## config.mk

```make
export PLATFORM = sky130hd
export DESIGN_NAME = sup_reset_gen
export DESIGN_NICKNAME = d
export VERILOG_FILES = /design/src/rtl/sup_pkg.sv /design/src/rtl/sup_sync2.sv /design/src/rtl/sup_wdog_qual.sv /design/src/rtl/sup_wdog_timer.sv /design/src/rtl/sup_stretch_fsm.sv /design/src/rtl/sup_reset_gen.sv
export SDC_FILE = /design/constraint.sdc
export NUM_CORES = 1
export LEC_CHECK = 0
export CAP_MARGIN = 20
export CORE_MARGIN = 2
export CORE_UTILIZATION = 56
export CTS_CLUSTER_SIZE = 12
export DETAILED_ROUTE_END_ITERATION = 8
export DONT_BUFFER_PORTS = 1
export MAX_ROUTING_LAYER = met4
export PLACE_DENSITY = 0.71
export SYNTH_ARGS = -nofsm -noshare
export SYNTH_HDL_FRONTEND = slang
export SYNTH_SLANG_ARGS = --single-unit
```

## constraint.sdc

```tcl
create_clock -name clk -period 2.2 [get_ports clk]
set_input_delay 0.44 -clock clk [delete_from_list [all_inputs] [get_ports clk]]
set_output_delay 0.44 -clock clk [all_outputs]
set_load 0.01 [all_outputs]
```

## src/rtl/sup_pkg.sv

```systemverilog
package sup_pkg;

    typedef enum logic [1:0] {
        ST_HOLD    = 2'b00,
        ST_STRETCH = 2'b01,
        ST_RUN     = 2'b10
    } sup_state_e;

    function automatic int cnt_width(input int n);
        return (n > 1) ? $clog2(n) : 1;
    endfunction

endpackage

```

## src/rtl/sup_sync2.sv

```systemverilog
module sup_sync2 #(
    parameter int         W       = 1,
    parameter logic [W-1:0] RST_VAL = '0
) (
    input  logic         clk,
    input  logic         rst_n,
    input  logic [W-1:0] d_i,
    output logic [W-1:0] q_o
);

    for (genvar b = 0; b < W; b++) begin : g_bit
        logic st1_q;
        logic st2_q;

        always_ff @(posedge clk or negedge rst_n) begin
            if (!rst_n) begin
                st1_q <= RST_VAL[b];
                st2_q <= RST_VAL[b];
            end else begin
                st1_q <= d_i[b];
                st2_q <= st1_q;
            end
        end

        assign q_o[b] = st2_q;
    end

endmodule

```

## src/rtl/sup_wdog_qual.sv

```systemverilog
module sup_wdog_qual
    import sup_pkg::*;
#(
    parameter int MIN_PULSE = 5
) (
    input  logic clk,
    input  logic rst_n,
    input  logic lvl_i,
    output logic act_o
);

    localparam int            GW     = cnt_width(MIN_PULSE);
    localparam logic [GW-1:0] G_LAST = GW'(MIN_PULSE - 1);

    logic          q_q;
    logic [GW-1:0] g_q;
    logic          differ;

    assign differ = (lvl_i != q_q);
    assign act_o  = differ && (g_q == G_LAST);

    always_ff @(posedge clk or negedge rst_n) begin
        if (!rst_n) begin
            q_q <= 1'b0;
            g_q <= '0;
        end else if (!differ) begin
            g_q <= '0;
        end else if (g_q == G_LAST) begin
            q_q <= lvl_i;
            g_q <= '0;
        end else begin
            g_q <= g_q + GW'(1);
        end
    end

    if (MIN_PULSE > 1) begin : g_chk
        // an accepted change must have held its level across the previous cycle
        assert_qual_held_R9: assert property (@(posedge clk) disable iff (!rst_n)
            act_o |-> ($past(lvl_i) == lvl_i));
    end

    assert_qual_cnt_bound_R9: assert property (@(posedge clk) disable iff (!rst_n)
        g_q <= G_LAST);

endmodule

```

## src/rtl/sup_wdog_timer.sv

```systemverilog
module sup_wdog_timer
    import sup_pkg::*;
#(
    parameter int WD_CYC = 80_000_000
) (
    input  logic clk,
    input  logic rst_n,
    input  logic hold_i,
    input  logic act_i,
    output logic trip_o
);

    localparam int            WW     = cnt_width(WD_CYC);
    localparam logic [WW-1:0] W_LAST = WW'(WD_CYC - 1);

    logic [WW-1:0] w_q;

    assign trip_o = !hold_i && !act_i && (w_q == W_LAST);

    always_ff @(posedge clk or negedge rst_n) begin
        if (!rst_n) begin
            w_q <= '0;
        end else if (hold_i || act_i || (w_q == W_LAST)) begin
            w_q <= '0;
        end else begin
            w_q <= w_q + WW'(1);
        end
    end

    assert_wd_held_R10: assert property (@(posedge clk) disable iff (!rst_n)
        hold_i |=> (w_q == '0));

    assert_wd_kick_R8: assert property (@(posedge clk) disable iff (!rst_n)
        act_i |=> (w_q == '0));

    assert_wd_rearm_R7: assert property (@(posedge clk) disable iff (!rst_n)
        trip_o |=> (w_q == '0));

    assert_wd_no_overflow_R6: assert property (@(posedge clk) disable iff (!rst_n)
        w_q <= W_LAST);

endmodule

```

## src/rtl/sup_stretch_fsm.sv

```systemverilog
module sup_stretch_fsm
    import sup_pkg::*;
#(
    parameter int RST_CYC = 7_000_000
) (
    input  logic clk,
    input  logic rst_n,
    input  logic fault_i,
    input  logic trip_i,
    output logic rst_n_o
);

    localparam int            CW     = cnt_width(RST_CYC);
    localparam logic [CW-1:0] C_LAST = CW'(RST_CYC - 1);

    sup_state_e    state_q, state_d;
    logic [CW-1:0] cnt_q, cnt_d;

    // next-state logic with named transitions
    always_comb begin
        state_d = state_q;
        unique case (state_q)
            ST_HOLD: begin
                if (!fault_i) state_d = ST_STRETCH;          // CLEAR
            end
            ST_STRETCH: begin
                if (fault_i)                state_d = ST_HOLD; // FAULT
                else if (cnt_q == C_LAST)   state_d = ST_RUN;  // DONE
            end
            ST_RUN: begin
                if (fault_i)     state_d = ST_HOLD;           // FAULT
                else if (trip_i) state_d = ST_STRETCH;        // BITE
            end
            default: state_d = ST_HOLD;
        endcase
        cnt_d = ((state_q == ST_STRETCH) && (state_d == ST_STRETCH)) ? cnt_q + CW'(1) : '0;
    end

    // state register; power-on starts a full stretch
    always_ff @(posedge clk or negedge rst_n) begin
        if (!rst_n) begin
            state_q <= ST_STRETCH;
            cnt_q   <= '0;
        end else begin
            state_q <= state_d;
            cnt_q   <= cnt_d;
        end
    end

    // output decode
    always_comb begin
        rst_n_o = (state_q == ST_RUN);
    end

    assert_fault_asserts_R1: assert property (@(posedge clk) disable iff (!rst_n)
        fault_i |=> !rst_n_o);

    assert_release_clean_R4: assert property (@(posedge clk) disable iff (!rst_n)
        $rose(rst_n_o) |-> $past(!fault_i));

    assert_no_overflow_R4: assert property (@(posedge clk) disable iff (!rst_n)
        cnt_q <= C_LAST);

    assert_bite_restart_R6: assert property (@(posedge clk) disable iff (!rst_n)
        (state_q == ST_RUN && trip_i && !fault_i) |=> (state_q == ST_STRETCH && cnt_q == '0));

endmodule

```

## src/rtl/sup_reset_gen.sv

```systemverilog
module sup_reset_gen #(
    parameter int RST_CYC   = 7_000_000,
    parameter int WD_CYC    = 80_000_000,
    parameter int MIN_PULSE = 5
) (
    input  logic clk,
    input  logic por_n,
    input  logic vlow_i,
    input  logic mr_n_i,
    input  logic sec_ok_i,
    input  logic wdi_i,
    output logic rst_n_o
);

    localparam int NSYNC = 3;

    logic [NSYNC-1:0] raw, synced;
    logic mr_n_s, sec_ok_s, wdi_s;
    logic fault, act, trip, hold;

    assign raw = {wdi_i, sec_ok_i, mr_n_i};

    sup_sync2 #(
        .W       (NSYNC),
        .RST_VAL (3'b011)
    ) u_sync (
        .clk   (clk),
        .rst_n (por_n),
        .d_i   (raw),
        .q_o   (synced)
    );

    assign mr_n_s   = synced[0];
    assign sec_ok_s = synced[1];
    assign wdi_s    = synced[2];

    assign fault = vlow_i | ~mr_n_s | ~sec_ok_s;
    assign hold  = ~rst_n_o;

    sup_wdog_qual #(
        .MIN_PULSE (MIN_PULSE)
    ) u_qual (
        .clk   (clk),
        .rst_n (por_n),
        .lvl_i (wdi_s),
        .act_o (act)
    );

    sup_wdog_timer #(
        .WD_CYC (WD_CYC)
    ) u_wdt (
        .clk    (clk),
        .rst_n  (por_n),
        .hold_i (hold),
        .act_i  (act),
        .trip_o (trip)
    );

    sup_stretch_fsm #(
        .RST_CYC (RST_CYC)
    ) u_fsm (
        .clk     (clk),
        .rst_n   (por_n),
        .fault_i (fault),
        .trip_i  (trip),
        .rst_n_o (rst_n_o)
    );

    assert_supply_low_R1: assert property (@(posedge clk) disable iff (!por_n)
        vlow_i |=> !rst_n_o);

    assert_manual_R2: assert property (@(posedge clk) disable iff (!por_n)
        !mr_n_s |=> !rst_n_o);

    assert_secondary_R3: assert property (@(posedge clk) disable iff (!por_n)
        !sec_ok_s |=> !rst_n_o);

endmodule

```

==> impl_metrics.csv, run 1 <==
group,metric,value,unit
clock_network,cts_tree,"built",
clock_network,post_cts_resized,0,
setup_path,crit_path_start,"u_wdt.w_q[0]$_DFF_PN0_",
grt,grt_pass1_wl,10500,um
power,p_per_area,663,nW/um2
power,pwr-share-comb,5.6,%
yosys,synth_ff_type,"dfrtp_1",
route,num_vias,2269,
sta,grt_setup_unrepaired,"no",
route,drc_errors,0,
setup_path,slowest_delay,0.60,ns
final_layout,diodes,0,
clock_network,cts-root-buf,"clkbuf_8",
clock_network,cts_hold_buf,2,
placement,dpl.hpwl,3670,um
yosys,synth_area_leader_cell,"dfrtp_1",
sta,finalCritPeriodShare,95.0,%
route,routed_wl,5750,um
power,internal_power,1.70,mW
route,drt_iter0_drc,136,
setup_path,arrival,2.35,ns
worst_hold_path,min_from,"mr_n_i",
route,viasPerCell,5.80,
yosys,yosysMostFrequentCell,"dfrtp_1",
grt,gr-total-overflow,0,
sta,setup_viol,0,
yosys,synthTopCellsByCount,"dfrtp_1 (57), nor2_1 (34), a21oi_1 (20), or3_1 (19), o21ai_0 (17)",
setup_path,crit_chain,"ha_1 > nand3_2 > or4_4 > or4b_1 > o21ai_1",
grt,antenna_found_initial,0,
yosys,ys_ff_latch,62,
setup_path,worstPathRequired,2.46,ns
outcome,outcome,"finished clean",
power,leakage,1.23,nW
clock_network,cts_sinks,62,
yosys,synth_edf_count,0,
setup_path,cp_max_fo,7,
route,ant_nets,0,
sta,holdWs,0.0970,ns
setup_path,slowest_stage,"or4_4",
setup_path,path_class,"flip-flop to flip-flop",
floorplan,start_util,59.1,%
final_layout,area_growth,9.72,%
yosys,ys_types,46,
setup_path,start_kind,"flip-flop",
setup_path,cp-end-kind,"flip-flop",
grt,grt_max_degree,63,
sta,fmax,478,MHz
sta,period_minus_slack,2.09,ns
floorplan,dieWidth,78.1,um
grt,grt_pass1_vias,2215,
placement,routabilityCongestion,0.820,
sta,hold_viol_final,0,
power,vdd_drop_max,0.518,mV
yosys,synth.top_cell.area_share,46.4,%
final_layout,nFillCells,433,
clock_network,postCtsSetupRepairBufs,0,
floorplan,chipHeight,78.1,um
power,clockPowerShare,40.8,%
yosys,yosys_warnings,0,
clock_network,clk_pin_slew_worst_paths,0.07,ns
power,finalPower,2.24,mW
yosys,synth_area_per_cell,9.92,um2
route,drtPass1Iterations,4,
yosys,seq_area_frac_synth,50.7,%
sta,final_max_slew_viol_count,0,
final_layout,drive_gt1_share,12.1,%
power,switchingPower,0.534,mW
final_layout,num-nets-final,326,
setup_path,path_buf_inv,0,
yosys,synth_area,3080,um2
floorplan,rows,26,
sta,skew,0.00750,ns
floorplan,dieArea,6100,um2
final_layout,regArea,1560,um2
run,drv_cap,0,
clock_network,h-tree-depth,3,
clock_network,cts_made_buffers,9,
power,pwr-share-seq,53.6,%
yosys,synthCells,310,
worst_hold_path,min_path_type,"primary input to flip-flop",
yosys,ys_top_cells_by_area,"dfrtp_1 (46%), dfstp_2 (4.3%), xnor2_1 (4.3%), nor2_1 (4.1%), or3_1 (3.9%)",
yosys,synth.net_count,320,
floorplan,core,5200,um2
setup_path,path_delay_family,"simple AND/OR/NAND/NOR gates",
sta,worst_slew_pin_slew,0.424,ns
placement,portBuffers,0,
route,wire_per_inst,14.7,um
grt,grt_use_total,22.7,%
floorplan,ios,7,
power,sw_frac_of_total,23.9,%
sta,tns,0,ns
final_layout,multiInputGateArea,1410,um2
clock_network,insertion_delay,0.34,ns
setup_path,r2r-start,"u_wdt.w_q[0]$_DFF_PN0_",
clock_network,cts_buffer_depth,2,
sta,slew_headroom,71.5,%
yosys,async_reset_ff_share,100,%
## cells by family (layout without fill, tap and decap cells)
family                   after synthesis  in the layout  synth area share (%)
adder cells (fa/ha/maj)                4              4                  1.63
buffers and inverters                 25             36                  3.58
AND/OR/NAND/NOR                      141            141                  26.6
multiplexers                           2              2                 0.692
XOR/XNOR                              26             26                  7.40
flip-flops                            62             62                  50.7
AO/OA/AOI/OAI                         50             50                  9.48
## path summary, 6_finish.rpt
kind / cells after the start / slack (ns) / endpoint
max in group asynchronous: 2 / 1.26 / u_fsm.state_q[0]$_DFF_PN1_
worst min-delay path: 0 / 0.1 / u_sync.g_bit[0].st1_q$_DFF_PN1_
worst max register to register: 5 / 0.11 / u_wdt.w_q[24]$_DFF_PN0_
min in group asynchronous: 2 / 0.63 / u_wdt.w_q[16]$_DFF_PN0_
worst max-delay path: 5 / 0.11 / u_wdt.w_q[24]$_DFF_PN0_
worst min register to register: 0 / 0.36 / u_sync.g_bit[0].st2_q$_DFF_PN1_
## metrics by stage
stage / setup WS [ns] / utilization, % / instances / area, um2
floorplan: 0.266 / - / 310 / 3080
global placement: 0.173 / 60.6 / 373 / 3150
global route: 0.0297 / 64.8 / 391 / 3370
finish: 0.110 / 64.8 / 391 / 3370
detailed placement: 0.124 / 60.6 / 373 / 3150
CTS: 0.114 / 64.8 / 391 / 3370
## power groups by stage
stage	logic [mW]	clock network, mW	registers [mW]
2_1_floorplan	0.0715	0	1.21
4_1_cts	0.129	0.944	1.20
3_5_place_dp	0.0962	0	1.22
5_1_grt	0.147	0.997	1.20
6_report	0.125	0.914	1.20
3_3_place_gp	0.0943	0	1.22
## worst register-to-register path: stages, from the launching register on
cell	delay (ns)
dfrtp_1	0.40
ha_1	0.24
nand3_2	0.18
or4_4	0.60
or4b_1	0.51
o21ai_1	0.08
## cell type report
cell class / count / share of cell area [%]
Sequential cell: 62 / 46.2
Clock inverter: 5 / 1.00
Tap cell: 70 / 2.60
Clock buffer: 11 / 4.49
Timing Repair Buffer: 7 / 2.60
Multi-Input combinational cell: 223 / 41.7
Inverter: 13 / 1.45
## layout by cell type, fill, tap and decap left out, types with 3 or more instances in the layout
cell and instances:
nor4_1 4, nor3_1 6, nand4_1 13, dfrtp_1 57, nand3_1 15, dfstp_2 5
buf_4 4, o21ai_0 17, and3_1 4, or4_4 3, nor3b_1 3, or4_1 6
a21oi_1 20, clkbuf_8 11, nand2_1 14, nor2_1 34, xnor2_1 15, ha_1 4
or3_1 19, xor2_1 11, o31ai_1 4, and4_1 5, inv_1 13
## layer usage
layer | part of all wire, % | track usage, % | up-vias
li1 | - | - | 1129
met1 | 51 | 29.7 | 1115
met2 | 45 | 33.5 | 20
met3 | 2.8 | 8.05 | 5
met4 | 1.0 | 7.19 | 0
met5 | 0 | - | -
## registers in the layout, indices dropped and copies added, names as in the netlist
name / count
u_wdt.w_q: 27
u_fsm.cnt_q: 23
u_qual.q_q: 1
u_fsm.state_q: 2
u_sync.g_bit.st1_q: 3
u_qual.g_q: 3
u_sync.g_bit.st2_q: 3
(Power assumes the default switching activity.)
==> run 2, diff against run 1 <==
--- a/config.mk
+++ b/config.mk
@@ -11,8 +11,10 @@
 export CTS_CLUSTER_SIZE = 12
 export DETAILED_ROUTE_END_ITERATION = 8
 export DONT_BUFFER_PORTS = 1
+export GPL_ROUTABILITY_DRIVEN = 0
 export MAX_ROUTING_LAYER = met4
 export PLACE_DENSITY = 0.71
 export SYNTH_ARGS = -nofsm -noshare
 export SYNTH_HDL_FRONTEND = slang
 export SYNTH_SLANG_ARGS = --single-unit
+export TNS_END_PERCENT = 30
==> constraint.sdc (replaced) <==
create_clock -name clk -period 2.2 [get_ports clk]
set_input_delay 0 -clock clk [delete_from_list [all_inputs] [get_ports clk]]
set_output_delay 0 -clock clk [all_outputs]
set_load 0.01 [all_outputs]
==> run 2 against run 1 <==
- clock power up 0.7%
- global-route usage up 0.37 points
- die area unchanged
- via count up 1.0%
- flip-flop and latch count unchanged
- worst setup slack worse by 0.014 ns
- critical path type unchanged
- largest power group unchanged
- highest routed layer unchanged
- critical path depth unchanged
- clock-buffer cell count unchanged
==> impl_metrics.csv, run 2 (synthesis gave the netlist of run 1 again) <==
group,metric,value,unit
outcome,outcome,"finished clean",
route,ant_nets,0,
floorplan,dieArea,6100,um2
setup_path,ff2ff_path_depth,5,
grt,grt_max_degree,63,
clock_network,h-tree-depth,3,
setup_path,ff2ff_setup_slack,0.1,ns
setup_path,worstPathRequired,2.46,ns
floorplan,dieWidth,78.1,um
final_layout,diodes,0,
setup_path,arrival,2.37,ns
clock_network,insertion_delay,0.34,ns
route,num_vias,2292,
sta,skew,0.00771,ns
clock_network,cts_buffer_depth,2,
grt,grt_use_total,23.1,%
sta,fmax,475,MHz
route,drc_errors,0,
clock_network,cts-root-buf,"clkbuf_8",
floorplan,rows,26,
clock_network,clk_pin_slew_worst_paths,0.07,ns
sta,finalCritPeriodShare,95.6,%
final_layout,final_common_cell,"dfrtp_1",
setup_path,path_class,"flip-flop to flip-flop",
setup_path,rr_endpoint,"u_wdt.w_q[24]$_DFF_PN0_",
setup_path,slowest_delay,0.60,ns
final_layout,final_cell_mix,"dfrtp_1 (57), nor2_1 (34), a21oi_1 (20)",
route,dr_wl_met3,181,um
final_layout,nFillCells,430,
power,vdd_drop_max,0.460,mV
clock_network,postCtsSetupRepairBufs,0,
route,m1WireLength,2840,um
placement,portBuffers,0,
final_layout,fin_util,65.6,%
power,p_per_area,658,nW/um2
setup_path,r2r-start,"u_wdt.w_q[0]$_DFF_PN0_",
power,leakage,1.25,nW
final_layout,drive_gt1_share,12.0,%
setup_path,start_kind,"flip-flop",
sta,hold_viol_final,0,
route,drt_iter0_drc,139,
clock_network,cts_sinks,62,
sta,grt_setup_unrepaired,"no",
sta,tns,0,ns
sta,worst_slew_pin_slew,0.432,ns
route,viasPerCell,5.80,
route,highest_layer,"met4",
setup_path,cp_max_fo,7,
sta,fin_ws,0.0957,ns
setup_path,slowest_stage,"or4_4",
final_layout,area_growth,11.0,%
run,drv_cap,0,
sta,slew_headroom,70.9,%
placement,dp_slack,0.124,ns
clock_network,cts_made_buffers,9,
floorplan,ios,7,
route,routed_wl,5810,um
sta,final_max_slew_viol_count,0,
floorplan,start_util,59.1,%
final_layout,reg.largest.list,"u_wdt.w_q: 27 flops, u_fsm.cnt_q: 23 flops",
final_layout,largest_register_ffs,27,
clock_network,cts_tree,"built",
setup_path,cp-end-kind,"flip-flop",
grt,grt_pass1_wl,10600,um
grt,gr-total-overflow,0,
placement,dpl.hpwl,3670,um
grt,antenna_found_initial,0,
route,wire_per_inst,14.7,um
floorplan,chipHeight,78.1,um
grt,grt_pass1_vias,2247,
route,drtPass1Iterations,4,
route,dr_wl_met2,2730,um
final_layout,instances_no_fill,395,
sta,period_minus_slack,2.10,ns
placement,dp_cells,373,
final_layout,num-nets-final,330,
worst_hold_path,min_path_type,"primary input to async pin",
setup_path,crit_chain,"ha_1 > nand3_2 > or4_4 > or4b_1 > o21ai_1",
floorplan,core,5200,um2
final_layout,top_register,"u_wdt.w_q",
sta,setup_viol,0,
## run 2: changes by cell type in the layout (fill, tap and decap cells not counted), sizes merged
cell / before / now
dlygate4sd3: 1 / 5
## run 2: area by class of cell
| class | count | area, um2 | area share (%) |
|---|---|---|---|
| Tap cell | 70 | 87.6 | 2.57 |
| Clock inverter | 5 | 33.8 | 0.989 |
| Multi-Input combinational cell | 223 | 1410 | 41.2 |
| Timing Repair Buffer | 11 | 128 | 3.74 |
| Inverter | 13 | 48.8 | 1.43 |
| Clock buffer | 11 | 151 | 4.43 |
| Sequential cell | 62 | 1560 | 45.6 |
## run 2: worst max path at each step
| stage | start | endpoint | slack [ns] | cells after the start |
|---|---|---|---|---|
| floorplan | u_wdt.w_q[0]$_DFF_PN0_ | u_fsm.state_q[1]$_DFF_PN0_ | 0.27 | 5 |
| global placement | u_wdt.w_q[0]$_DFF_PN0_ | u_fsm.state_q[1]$_DFF_PN0_ | 0.17 | 5 |
| detailed placement | u_wdt.w_q[0]$_DFF_PN0_ | u_wdt.w_q[24]$_DFF_PN0_ | 0.12 | 5 |
| CTS | u_wdt.w_q[0]$_DFF_PN0_ | u_wdt.w_q[24]$_DFF_PN0_ | 0.11 | 5 |
| global route | u_wdt.w_q[0]$_DFF_PN0_ | u_wdt.w_q[24]$_DFF_PN0_ | 0.01 | 5 |
| finish | u_wdt.w_q[0]$_DFF_PN0_ | u_wdt.w_q[24]$_DFF_PN0_ | 0.1 | 5 |
## run 2: critical path: cells and delay by family, from the launching register on
family,cells,cell delay (ns)
flip-flops,1,0.41
AND/OR/NAND/NOR,3,1.29
AO/OA/AOI/OAI,1,0.08
adder cells (fa/ha/maj),1,0.24
## run 2: timing repair
item,in CTS,in global routing
hold endpoints to repair,66,0
resized for setup,0,0
hold buffers,6,0
## run 2: report_power, final
group / switching (mW) / total [mW] / internal (mW)
Sequential: 0.0218 / 1.20 / 1.18
Clock: 0.453 / 0.920 / 0.468
Combinational: 0.0660 / 0.130 / 0.0636
## run 2: layer usage
metal  global-route usage [%]  vias up
met5                        -        -
met4                     7.02        0
met3                     7.70        5
met2                     34.4       28
met1                     30.3     1125
li1                         -     1134
## run 2: through the flow
stage	hold slack (ns)	area (um2)	power [mW]
4_1_cts	0.179	3410	2.28
6_report	0.192	3410	2.25
3_5_place_dp	-0.294	3150	1.32
5_1_grt	0.184	3410	2.36
3_3_place_gp	-0.294	3150	1.31
2_1_floorplan	-0.296	3080	1.29
==> run 3, diff against run 2 <==
--- a/config.mk
+++ b/config.mk
@@ -16,5 +16,6 @@
 export PLACE_DENSITY = 0.71
 export SYNTH_ARGS = -nofsm -noshare
 export SYNTH_HDL_FRONTEND = slang
+export SYNTH_HIERARCHICAL = 1
 export SYNTH_SLANG_ARGS = --single-unit
 export TNS_END_PERCENT = 30
==> run 3 against run 2 <==
- critical path depth grew 1
- clock-buffer cell count shrank 2
- via count grew 6.3%
- sequential power is essentially flat
- die area grew 4.6%
- sequential share of layout area shrank 3.3 points
- global-route usage grew 0.094 points
- synthesized cell count grew 6.1%
- flip-flop and latch count is the same
- wire length grew 9.3%
- combinational power grew 3%
- critical endpoint is now u_wdt/w_q[22]$_DFF_PN0_
- highest routed layer unchanged
==> impl_metrics.csv, run 3 <==
group,metric,value,unit
yosys,ys_top_cells_by_area,"dfrtp_1 (44%), nor2_1 (5.0%), xnor2_1 (4.9%), dfstp_2 (4.1%), nand3_1 (3.1%)",
power,vdd_drop_max,0.511,mV
sta,tns,0,ns
route,ant_nets,0,
setup_path,slowest_stage,"or4_1",
placement,dpl.hpwl,4270,um
placement,placed_cell_area,3330,um2
yosys,ys_types,46,
clock_network,cts_sinks,62,
yosys,synth_area_leader_cell,"dfrtp_1",
sta,hold_viol_final,0,
outcome,outcome,"finished clean",
placement,dp_slack,0.133,ns
yosys,ys_ff_latch,62,
yosys,synthCells,329,
grt,grt_max_degree,63,
floorplan,ios,7,
final_layout,area_growth,14.2,%
clock_network,clk_pin_slew_worst_paths,0.08,ns
grt,grt_pass1_wl,10900,um
floorplan,start_util,58.2,%
yosys,synthTopCellsByCount,"dfrtp_1 (57), nor2_1 (43), nand3_1 (20), nand2_1 (18), xnor2_1 (18)",
route,highest_layer,"met4",
setup_path,slowest_delay,0.54,ns
route,routed_wl,6350,um
yosys,synth_area,3220,um2
final_layout,reg.largest.list,"u_wdt/w_q: 27 flops, u_fsm/cnt_q: 23 flops",
final_layout,diodes,0,
clock_network,h-tree-depth,3,
setup_path,cp_max_fo,5,
sta,finalCritPeriodShare,93.5,%
sta,period_minus_slack,2.06,ns
clock_network,cts_made_buffers,9,
sta,fin_ws,0.143,ns
sta,holdWs,0.193,ns
clock_network,cts_buffer_depth,2,
power,p_per_area,725,nW/um2
yosys,seq_area_frac_synth,48.3,%
power,leakage,1.37,nW
yosys,yosys_warnings,6,
setup_path,crit_chain,"ha_1 > nand4_1 > buf_4 > or4_1 > o31ai_1 > a21oi_1",
final_layout,largest_register_ffs,27,
sta,skew,0.0106,ns
grt,gr-total-overflow,0,
sta,slew_headroom,62.8,%
route,wire_per_inst,15.1,um
final_layout,top_register,"u_wdt/w_q",
yosys,synth_ff_type,"dfrtp_1",
setup_path,arrival,2.28,ns
final_layout,final_cell_mix,"dfrtp_1 (57), nor2_1 (43), nand3_1 (20)",
sta,grt_setup_unrepaired,"no",
yosys,synth_area_per_cell,9.80,um2
yosys,synth_edf_count,0,
placement,portBuffers,0,
grt,antenna_found_initial,0,
final_layout,fin_area,3680,um2
setup_path,worstPathRequired,2.42,ns
yosys,yosysMostFrequentCell,"dfrtp_1",
floorplan,core,5540,um2
power,finalPower,2.67,mW
clock_network,cts_tree,"built",
floorplan,dieWidth,79.9,um
final_layout,fin_util,66.5,%
yosys,synth.top_cell.area_share,44.3,%
yosys,async_reset_ff_share,100,%
grt,grt_pass1_vias,2335,
floorplan,dieArea,6380,um2
sta,fmax,486,MHz
yosys,synth.net_count,339,
setup_path,path_buf_inv,1,
route,m1WireLength,2870,um
floorplan,chipHeight,79.9,um
final_layout,final_common_cell,"dfrtp_1",
grt,grt_use_total,23.2,%
setup_path,path_class,"flip-flop to flip-flop",
clock_network,post_cts_resized,0,
floorplan,rows,27,
clock_network,insertion_delay,0.34,ns
final_layout,nFillCells,462,
route,dr_wl_met2,3130,um
worst_hold_path,min_path_type,"primary input to async pin",
route,num_vias,2437,
sta,worst_slew_pin_slew,0.550,ns
placement,dp_cells,397,
route,drc_errors,0,
clock_network,cts-root-buf,"clkbuf_8",
final_layout,instances_no_fill,420,
final_layout,drive_gt1_share,13.8,%
route,viasPerCell,5.80,
setup_path,path_delay_family,"simple AND/OR/NAND/NOR gates",
sta,final_max_slew_viol_count,0,
run,drv_cap,0,
setup_path,start_kind,"flip-flop",
route,drt_iter0_drc,149,
sta,setup_viol,0,
final_layout,num-nets-final,353,
route,dr_wl_met3,212,um
setup_path,cp-end-kind,"flip-flop",
route,drtPass1Iterations,4,
run 3: changes by cell type in the layout (fill, tap and decap cells not counted), moves of 5 or more:
cell     delta
or3_1      -12
buf_4       +9
nor2_1      +9
nor4_1      +8
o21ai_0     -8
a21oi_1     -6
nand3_1     +5
or4_1       +5
run 3: cell families (layout without fill, tap and decap cells):
logic type / count (synthesis) / count (layout) / share of synthesized area [%]
and+or+nand+nor: 167 / 167 / 30.4
DFF: 62 / 62 / 48.3
AOI/OAI and AO/OA: 38 / 38 / 7.03
xor gates and xnor gates: 29 / 29 / 7.88
buffers and inverters: 25 / 44 / 3.53
adders and majority gates: 4 / 4 / 1.55
muxes: 4 / 4 / 1.28
run 3: where the power goes:
group          switching (mW)  internal, mW  total [mW]
Combinational          0.0688        0.0657       0.134
Clock                   0.466         0.873        1.34
Sequential             0.0199          1.18        1.20
Total                   0.555          2.12        2.67
run 3: worst register-to-register path, stage by stage (launching register included):
cell and delay [ns]:
dfrtp_1 0.38, ha_1 0.24, nand4_1 0.23, buf_4 0.23
or4_1 0.54, o31ai_1 0.24, a21oi_1 0.10
run 3: worst paths after layout:
path | to | startpoint | slack, ns | depth (start not counted)
min in group clk | u_sync/g_bit[1].st1_q$_DFF_PN1_ | sec_ok_i | 0.20 | 1
hold / removal | u_sync/g_bit[2].st2_q$_DFF_PN0_ | por_n | 0.19 | 2
setup reg to reg | u_wdt/w_q[22]$_DFF_PN0_ | u_wdt/w_q[0]$_DFF_PN0_ | 0.14 | 6
hold reg to reg | u_sync/g_bit[2].st2_q$_DFF_PN0_ | u_sync/g_bit[2].st1_q$_DFF_PN0_ | 0.35 | 0
max in group asynchronous | u_sync/g_bit[0].st1_q$_DFF_PN1_ | por_n | 1.70 | 2
setup / recovery | u_wdt/w_q[22]$_DFF_PN0_ | u_wdt/w_q[0]$_DFF_PN0_ | 0.14 | 6
run 3: cell type report:
type	count	area [um2]	share of cell area, %
Inverter	9	33.8	0.917
Clock inverter	7	145	3.94
Clock buffer	9	124	3.36
Multi-Input combinational cell	242	1560	42.3
Sequential cell	62	1560	42.3
Timing Repair Buffer	19	175	4.76
Tap cell	72	90.1	2.45
run 3: layer usage:
metal	GRT usage [%]	vias to the layer above
met5	-	-
met4	11.0	0
met3	5.54	10
met2	36.4	40
met1	28.4	1177
li1	-	1210
run 3: repair_timing:
item | CTS | global route
hold buffers | 6 | 0
buffers inserted | 0 | 1
endpoints found under the setup margin | 0 | 2
endpoints found under the hold margin | 66 | 0
